`src/rtl/smbus_tgt_pkg.sv`:
```
package smbus_tgt_pkg;
  localparam int BYTE_W = 8;

  typedef enum logic [2:0] {
    ST_IDLE,
    ST_ADDR,
    ST_ADDR_ACK,
    ST_RX,
    ST_RX_ACK,
    ST_TX,
    ST_TX_ACK,
    ST_IGNORE
  } tgt_state_e;
endpackage

```
`src/rtl/smbus_tgt_sync.sv`:
```
module smbus_tgt_sync #(
  parameter int STAGES = 2
) (
  input  logic clk_i,
  input  logic rst_ni,
  input  logic scl_i,
  input  logic sda_i,
  output logic scl_o,
  output logic sda_o,
  output logic scl_rise_o,
  output logic scl_fall_o,
  output logic start_o,
  output logic stop_o
);
  logic [STAGES:0] scl_sh, sda_sh;
  logic scl_p, sda_p;

  always_ff @(posedge clk_i or negedge rst_ni) begin
    if (!rst_ni) begin
      scl_sh <= '1;
      sda_sh <= '1;
    end else begin
      scl_sh <= {scl_sh[STAGES-1:0], scl_i};
      sda_sh <= {sda_sh[STAGES-1:0], sda_i};
    end
  end

  assign scl_o = scl_sh[STAGES-1];
  assign sda_o = sda_sh[STAGES-1];
  assign scl_p = scl_sh[STAGES];
  assign sda_p = sda_sh[STAGES];

  assign scl_rise_o = scl_o & ~scl_p;
  assign scl_fall_o = ~scl_o & scl_p;
  // data edges while clock stays high
  assign start_o = scl_o & scl_p & sda_p & ~sda_o;
  assign stop_o  = scl_o & scl_p & ~sda_p & sda_o;
endmodule

```
`src/rtl/smbus_tgt_mem.sv`:
```
module smbus_tgt_mem #(
  parameter int AW = 8,
  parameter int DW = 8
) (
  input  logic          clk_i,
  input  logic          load_en_i,
  input  logic [AW-1:0] load_addr_i,
  input  logic [DW-1:0] load_data_i,
  input  logic          wr_en_i,
  input  logic [AW-1:0] wr_addr_i,
  input  logic [DW-1:0] wr_data_i,
  input  logic [AW-1:0] rd_addr_i,
  output logic [DW-1:0] rd_data_o
);
  localparam int DEPTH = 1 << AW;

  logic [DW-1:0] mem_q [DEPTH];

  always_ff @(posedge clk_i) begin
    if (load_en_i)    mem_q[load_addr_i] <= load_data_i;
    else if (wr_en_i) mem_q[wr_addr_i]   <= wr_data_i;
  end

  assign rd_data_o = mem_q[rd_addr_i];
endmodule

```
`src/rtl/smbus_tgt_fsm.sv`:
```
module smbus_tgt_fsm
  import smbus_tgt_pkg::*;
#(
  parameter int          AW       = 8,
  parameter logic [6:0]  DEV_ADDR = 7'h50
) (
  input  logic              clk_i,
  input  logic              rst_ni,
  input  logic              sda_i,
  input  logic              scl_rise_i,
  input  logic              scl_fall_i,
  input  logic              start_i,
  input  logic              stop_i,
  input  logic [BYTE_W-1:0] rd_data_i,
  output logic [AW-1:0]     rd_addr_o,
  output logic              wr_en_o,
  output logic [AW-1:0]     wr_addr_o,
  output logic [BYTE_W-1:0] wr_data_o,
  output logic              sda_oe_o,
  output logic [AW-1:0]     ptr_o
);
  localparam logic [AW-1:0] PTR_ONE = AW'(1);
  localparam logic [3:0]    LAST_BIT = 4'd8;

  tgt_state_e        state_q;
  logic [3:0]        bit_cnt_q;
  logic [BYTE_W-1:0] shreg_q, cmd_q;
  logic [AW-1:0]     ptr_q, wr_idx_q;
  logic              rw_q, cmd_seen_q, data_seen_q, nack_q;
  logic              byte_done;

  assign byte_done = scl_fall_i && (bit_cnt_q == LAST_BIT);

  always_ff @(posedge clk_i or negedge rst_ni) begin
    if (!rst_ni) begin
      state_q     <= ST_IDLE;
      bit_cnt_q   <= '0;
      shreg_q     <= '0;
      cmd_q       <= '0;
      ptr_q       <= '0;
      wr_idx_q    <= '0;
      rw_q        <= 1'b0;
      cmd_seen_q  <= 1'b0;
      data_seen_q <= 1'b0;
      nack_q      <= 1'b0;
    end else if (start_i || stop_i) begin
      // lone command byte: send-byte or setup for a command read
      if (cmd_seen_q && !data_seen_q) ptr_q <= cmd_q[AW-1:0];
      cmd_seen_q  <= 1'b0;
      data_seen_q <= 1'b0;
      bit_cnt_q   <= '0;
      state_q     <= start_i ? ST_ADDR : ST_IDLE;
    end else begin
      unique case (state_q)
        ST_ADDR: begin
          if (scl_rise_i) begin
            shreg_q   <= {shreg_q[BYTE_W-2:0], sda_i};
            bit_cnt_q <= bit_cnt_q + 4'd1;
          end else if (byte_done) begin
            bit_cnt_q <= '0;
            if (shreg_q[7:1] == DEV_ADDR) begin
              rw_q    <= shreg_q[0];
              state_q <= ST_ADDR_ACK;
            end else begin
              state_q <= ST_IGNORE;
            end
          end
        end
        ST_ADDR_ACK: begin
          if (scl_fall_i) begin
            if (rw_q) begin
              shreg_q <= rd_data_i;
              state_q <= ST_TX;
            end else begin
              state_q <= ST_RX;
            end
          end
        end
        ST_RX: begin
          if (scl_rise_i) begin
            shreg_q   <= {shreg_q[BYTE_W-2:0], sda_i};
            bit_cnt_q <= bit_cnt_q + 4'd1;
          end else if (byte_done) begin
            bit_cnt_q <= '0;
            state_q   <= ST_RX_ACK;
            if (!cmd_seen_q) begin
              cmd_q      <= shreg_q;
              cmd_seen_q <= 1'b1;
              wr_idx_q   <= shreg_q[AW-1:0];
            end else begin
              data_seen_q <= 1'b1;
              wr_idx_q    <= wr_idx_q + PTR_ONE;
            end
          end
        end
        ST_RX_ACK: begin
          if (scl_fall_i) state_q <= ST_RX;
        end
        ST_TX: begin
          if (scl_rise_i) begin
            bit_cnt_q <= bit_cnt_q + 4'd1;
          end else if (byte_done) begin
            bit_cnt_q <= '0;
            state_q   <= ST_TX_ACK;
          end else if (scl_fall_i) begin
            shreg_q <= {shreg_q[BYTE_W-2:0], 1'b0};
          end
        end
        ST_TX_ACK: begin
          if (scl_rise_i) begin
            ptr_q  <= ptr_q + PTR_ONE;
            nack_q <= sda_i;
          end else if (scl_fall_i) begin
            if (nack_q) begin
              state_q <= ST_IGNORE;
            end else begin
              shreg_q <= rd_data_i;
              state_q <= ST_TX;
            end
          end
        end
        default: ;
      endcase
    end
  end

  always_comb begin
    unique case (state_q)
      ST_ADDR_ACK, ST_RX_ACK: sda_oe_o = 1'b1;
      ST_TX:                  sda_oe_o = ~shreg_q[BYTE_W-1];
      default:                sda_oe_o = 1'b0;
    endcase
  end

  assign wr_en_o   = (state_q == ST_RX) && byte_done && cmd_seen_q && !start_i && !stop_i;
  assign wr_addr_o = wr_idx_q;
  assign wr_data_o = shreg_q;
  assign rd_addr_o = ptr_q;
  assign ptr_o     = ptr_q;
endmodule

```
`src/rtl/smbus_mem_target.sv`:
```
module smbus_mem_target
  import smbus_tgt_pkg::*;
#(
  parameter int          ADDR_W      = 8,
  parameter logic [6:0]  BASE_ADDR   = 7'h50,
  parameter int unsigned INST_IDX    = 0,
  parameter int          SYNC_STAGES = 2
) (
  input  logic              clk_i,
  input  logic              rst_ni,
  input  logic              scl_i,
  input  logic              sda_i,
  output logic              sda_oe_o,
  input  logic              load_en_i,
  input  logic [ADDR_W-1:0] load_addr_i,
  input  logic [BYTE_W-1:0] load_data_i
);
  localparam logic [6:0] DEV_ADDR = 7'(BASE_ADDR + INST_IDX);

  logic scl_s, sda_s, scl_rise, scl_fall, start_evt, stop_evt;
  logic bus_we;
  logic [ADDR_W-1:0] rd_addr, wr_addr, ptr;
  logic [BYTE_W-1:0] rd_data, wr_data;

  smbus_tgt_sync #(.STAGES(SYNC_STAGES)) u_sync (
    .clk_i      (clk_i),
    .rst_ni     (rst_ni),
    .scl_i      (scl_i),
    .sda_i      (sda_i),
    .scl_o      (scl_s),
    .sda_o      (sda_s),
    .scl_rise_o (scl_rise),
    .scl_fall_o (scl_fall),
    .start_o    (start_evt),
    .stop_o     (stop_evt)
  );

  smbus_tgt_fsm #(.AW(ADDR_W), .DEV_ADDR(DEV_ADDR)) u_fsm (
    .clk_i      (clk_i),
    .rst_ni     (rst_ni),
    .sda_i      (sda_s),
    .scl_rise_i (scl_rise),
    .scl_fall_i (scl_fall),
    .start_i    (start_evt),
    .stop_i     (stop_evt),
    .rd_data_i  (rd_data),
    .rd_addr_o  (rd_addr),
    .wr_en_o    (bus_we),
    .wr_addr_o  (wr_addr),
    .wr_data_o  (wr_data),
    .sda_oe_o   (sda_oe_o),
    .ptr_o      (ptr)
  );

  smbus_tgt_mem #(.AW(ADDR_W), .DW(BYTE_W)) u_mem (
    .clk_i       (clk_i),
    .load_en_i   (load_en_i),
    .load_addr_i (load_addr_i),
    .load_data_i (load_data_i),
    .wr_en_i     (bus_we),
    .wr_addr_i   (wr_addr),
    .wr_data_i   (wr_data),
    .rd_addr_i   (rd_addr),
    .rd_data_o   (rd_data)
  );
endmodule

```
`config.mk`:
```
export PLATFORM = sky130hd
export DESIGN_NAME = smbus_mem_target
export DESIGN_NICKNAME = d
export VERILOG_FILES = /design/src/rtl/smbus_tgt_pkg.sv /design/src/rtl/smbus_tgt_sync.sv /design/src/rtl/smbus_tgt_mem.sv /design/src/rtl/smbus_tgt_fsm.sv /design/src/rtl/smbus_mem_target.sv
export SDC_FILE = /design/constraint.sdc
export NUM_CORES = 2
export LEC_CHECK = 0
export ABC_CLOCK_PERIOD_IN_PS = 34100
export CAP_MARGIN = 25
export CORE_ASPECT_RATIO = 1.2
export CORE_MARGIN = 4
export CORE_UTILIZATION = 30
export CTS_CLUSTER_SIZE = 40
export DETAILED_ROUTE_END_ITERATION = 8
export DONT_BUFFER_PORTS = 1
export PLACE_DENSITY = 0.5
export SETUP_SLACK_MARGIN = 0.05
export SLEW_MARGIN = 20
export SYNTH_ARGS = -nofsm -noshare
export SYNTH_HDL_FRONTEND = slang
export SYNTH_SLANG_ARGS = --single-unit
```
`constraint.sdc`:
```
create_clock -name clk_i -period 34.1 [get_ports clk_i]
set_input_delay 6.82 -clock clk_i [delete_from_list [all_inputs] [get_ports clk_i]]
set_output_delay 6.82 -clock clk_i [all_outputs]
set_load 0.02 [all_outputs]
```
==> impl_results.md <==
- Outcome: complete, no violations
- Worst slew margin: 14.64%
- Final net count: 4150
- Worst setup EP type: flop
- Critical Path Max Stage Delay: 860 ps
- Avg Inst Size Synth: 20.42 sq um
- Synth Area in Simple Gates: 3.345%
- First-pass GRT wire length: 345000 um
- Sequential Power Share: 48.0%
- Area Growth Syn to Fin: 13.05%
- Synth unique cells: 80
- Mux share of post-synthesis cell area: 15.52%
- Slew Viols, Final: 0
- Post-synth top area share: 74.35%
- Hold buffers post-CTS: 0
- Count leader, synth: edfxtp_1
- Clock power share: 38.2%
- NetSw: 1.503 mW
- Num rows: 210
- Critical Path AT: 10060 ps
- Synth top cells by count: edfxtp_1 (2048), mux4_2 (475), nor2_1 (291)
- Number of DRC markers in iteration 0: 4198
- Routed WL: 248200 um
- Internal: 4.477 mW
- Synth Area in XOR/XNOR: 0.01059%
- Final setup violation count: 0
- Post-Synth Adder-Cell Area: 0.06051%
- Synth warnings: 0
- Synthesized flop and latch total: 2097
- Setup TNS: 0 ps
- Router iterations before antenna repair: 5
- # Post-CTS Setup Buffers: 0
- RSZ-0062 raised after global routing: false
- Req. time, crit path: 34580 ps
- Root Driver: clkbuf_16
- Syn nets: 4076
- Area contributors post-synth: edfxtp_1 (74%), mux4_2 (13%), mux2i_1 (2.0%)
- Via count of the routed design: 41740
- CP Launch Type: input pin
- Final worst-path cycle share: 28.08%
- Final hold slack: 360.4 ps
- PwrDens: 63.95 nW/um^2
- Tmin final: 9576 ps
- Final Hold Fails: 0
- Fmax: 0.1044 GHz
- Num Clock Sinks: 2097
- Synthesized area: 82710 sq um
- Initial core utilization: 30.24%
- Crit path max-delay family: buffers and inverters
- Worst skew pair latency: 870 ps
- Post-synth EDFFs: 2048
- HPWL Detailed: 150800 um
- CP Class: input pin to flop
- CORE AREA: 273500 sq um
- CTS tree: built
- Largest fanout on the critical path: 76
- Layout cell share with drive strength beyond 1: 22.44%
- Gr ovfl total: 0
- Post-synth top flop: edfxtp_1
- Maxcap violations: 0
- Cell count after synthesis: 4051
- Initial antenna violation count: 5
- Combinational share of power: 13.8%
- Vias in the first global route: 42320
- Die Footprint: 284200 sq um
- Final Non-Filler Cells: 7900
- Clock Skew: 52.63 ps
- Least-Margin Pin Slew: 1280 ps
- Worst Hold Class: flop to flop
- Slowest-stage cell, CP: buf_4
- Max Root-Sink Buffers: 4
- Per-cell routed wire length: 31.42 um
- Largest net degree at the start of global routing: 168
- Most used cell, CP: buf_4
- Num ports: 22
- CTS Buf Count: 208
- I/O Buffers: 0
- Ys async rst share: 2.337%
- Largest family of logic cells by synthesized area: multiplexers
- Die H: 583.2 um
- Die Width: 487.3 um
- Register area share after synthesis: 75.84%
- Gpl congestion: 0.8283
- CP Cell Sequence: nand2b_1, or2_2, o21ai_4, buf_4, buf_4
- Antenna viol nets, final: 0
- CP Buf/Inv Count: 2
- Peak VDD IR: 0.03994 mV
- CTS resizes: 0
- Net Sw Frac: 25.13%
- Synth area leader: edfxtp_1
- # H-tree levels: 4
- Clk slew on worst S/H paths: 60 ps
- DR vias/cell: 5.284
- GRT Resource Usage Total: 17.05%
- Synth Area in Compound Gates: 3.349%
- Leakage: 27.79 nW
- Cell count after placement: 7518
- # DRC: 0
[layout make-up]
type,count,area [sq um]
Clock inverter,131,1242
Antenna cell,4,10.01
Multi-Input combinational cell,1692,18600
Clock buffer,246,5411
Fill cell,25420,180000
Sequential cell,2097,62750
Inverter,17,71.32
Timing Repair Buffer,109,910.9
Tap cell,3604,4509
[through the flow]
| step | utilization (%) | worst slack [ps] | area, sq um | total power [mW] |
|---|---|---|---|---|
| floorplan | - | 14340 | 82710 | 3.498 |
| global placement | 31.73 | 22940 | 86780 | 3.759 |
| detailed placement | 31.74 | 23590 | 86820 | 3.761 |
| CTS | 34.17 | 24470 | 93470 | 6.035 |
| global route | 34.18 | 24330 | 93500 | 6.170 |
| finish | 34.19 | 24520 | 93510 | 5.980 |
[power groups by stage]
stage | Sequential [mW] | Clock (mW) | Combinational, mW
2_1_floorplan | 2.92 | 0 | 0.574
3_3_place_gp | 2.93 | 0 | 0.832
3_5_place_dp | 2.93 | 0 | 0.834
4_1_cts | 2.87 | 2.33 | 0.836
5_1_grt | 2.87 | 2.43 | 0.863
6_report | 2.87 | 2.28 | 0.822
[layout by cell type (no fill, tap or decap), types with 31 or more instances in the layout]
master	instances
a21oi_1	74
a22oi_1	36
buf_4	101
clkbuf_1	35
clkbuf_16	211
clkinv_1	52
clkinv_2	34
dfrtp_1	37
edfxtp_1	2048
mux2i_1	165
mux4_2	475
nand2_1	138
nand3_1	36
nor2_1	289
o21ai_0	65
o22ai_1	31
[path summary, 6_finish.rpt]
| kind | from | endpoint | slack, ps | cells past startpoint |
|---|---|---|---|---|
| worst max-delay path | load_en_i | u_mem.mem_q[66][6]$_DFFE_PP_ | 24520 | 5 |
| worst min-delay path | u_sync.scl_sh[0]$_DFF_PN1_ | u_sync.scl_sh[1]$_DFF_PN1_ | 360 | 0 |
| worst max register to register | u_fsm.ptr_o[0]$_DFFE_PN0P_ | u_fsm.wr_data_o[2]$_DFFE_PN0P_ | 28390 | 10 |
| worst min register to register | u_sync.scl_sh[0]$_DFF_PN1_ | u_sync.scl_sh[1]$_DFF_PN1_ | 360 | 0 |
| max in group asynchronous | rst_ni | u_sync.sda_sh[2]$_DFF_PN1_ | 28270 | 0 |
| min in group asynchronous | rst_ni | u_fsm.bit_cnt_q[3]$_DFFE_PN0P_ | 5650 | 0 |
[per-layer routing]
layer  track usage, %  wire (um)  up-vias
li1                 -          -    16960
met1            22.54     100900    22730
met2            28.23     120700     1658
met3            2.802      15960      401
met4            6.532      10660        0
met5                0          0        -
[registers in the layout, indices dropped and copies added (netlist names)]
name / count
u_fsm.bit_cnt_q: 4
u_fsm.cmd_q: 8
u_fsm.cmd_seen_q: 1
u_fsm.data_seen_q: 1
u_fsm.nack_q: 1
u_fsm.ptr_o: 8
u_fsm.rw_q: 1
u_fsm.state_q: 3
u_fsm.wr_addr_o: 8
u_fsm.wr_data_o: 8
u_mem.mem_q: 2048
u_sync.scl_sh: 3
u_sync.sda_sh: 3
[cells by family after synthesis]
logic type      count (synthesis)
mux                           667
fa+ha+maj                       4
flops                        2097
xor+xnor                        1
simple gates                  615
buf+inv                       262
compound gates                405
(Power assumes the default switching activity.)
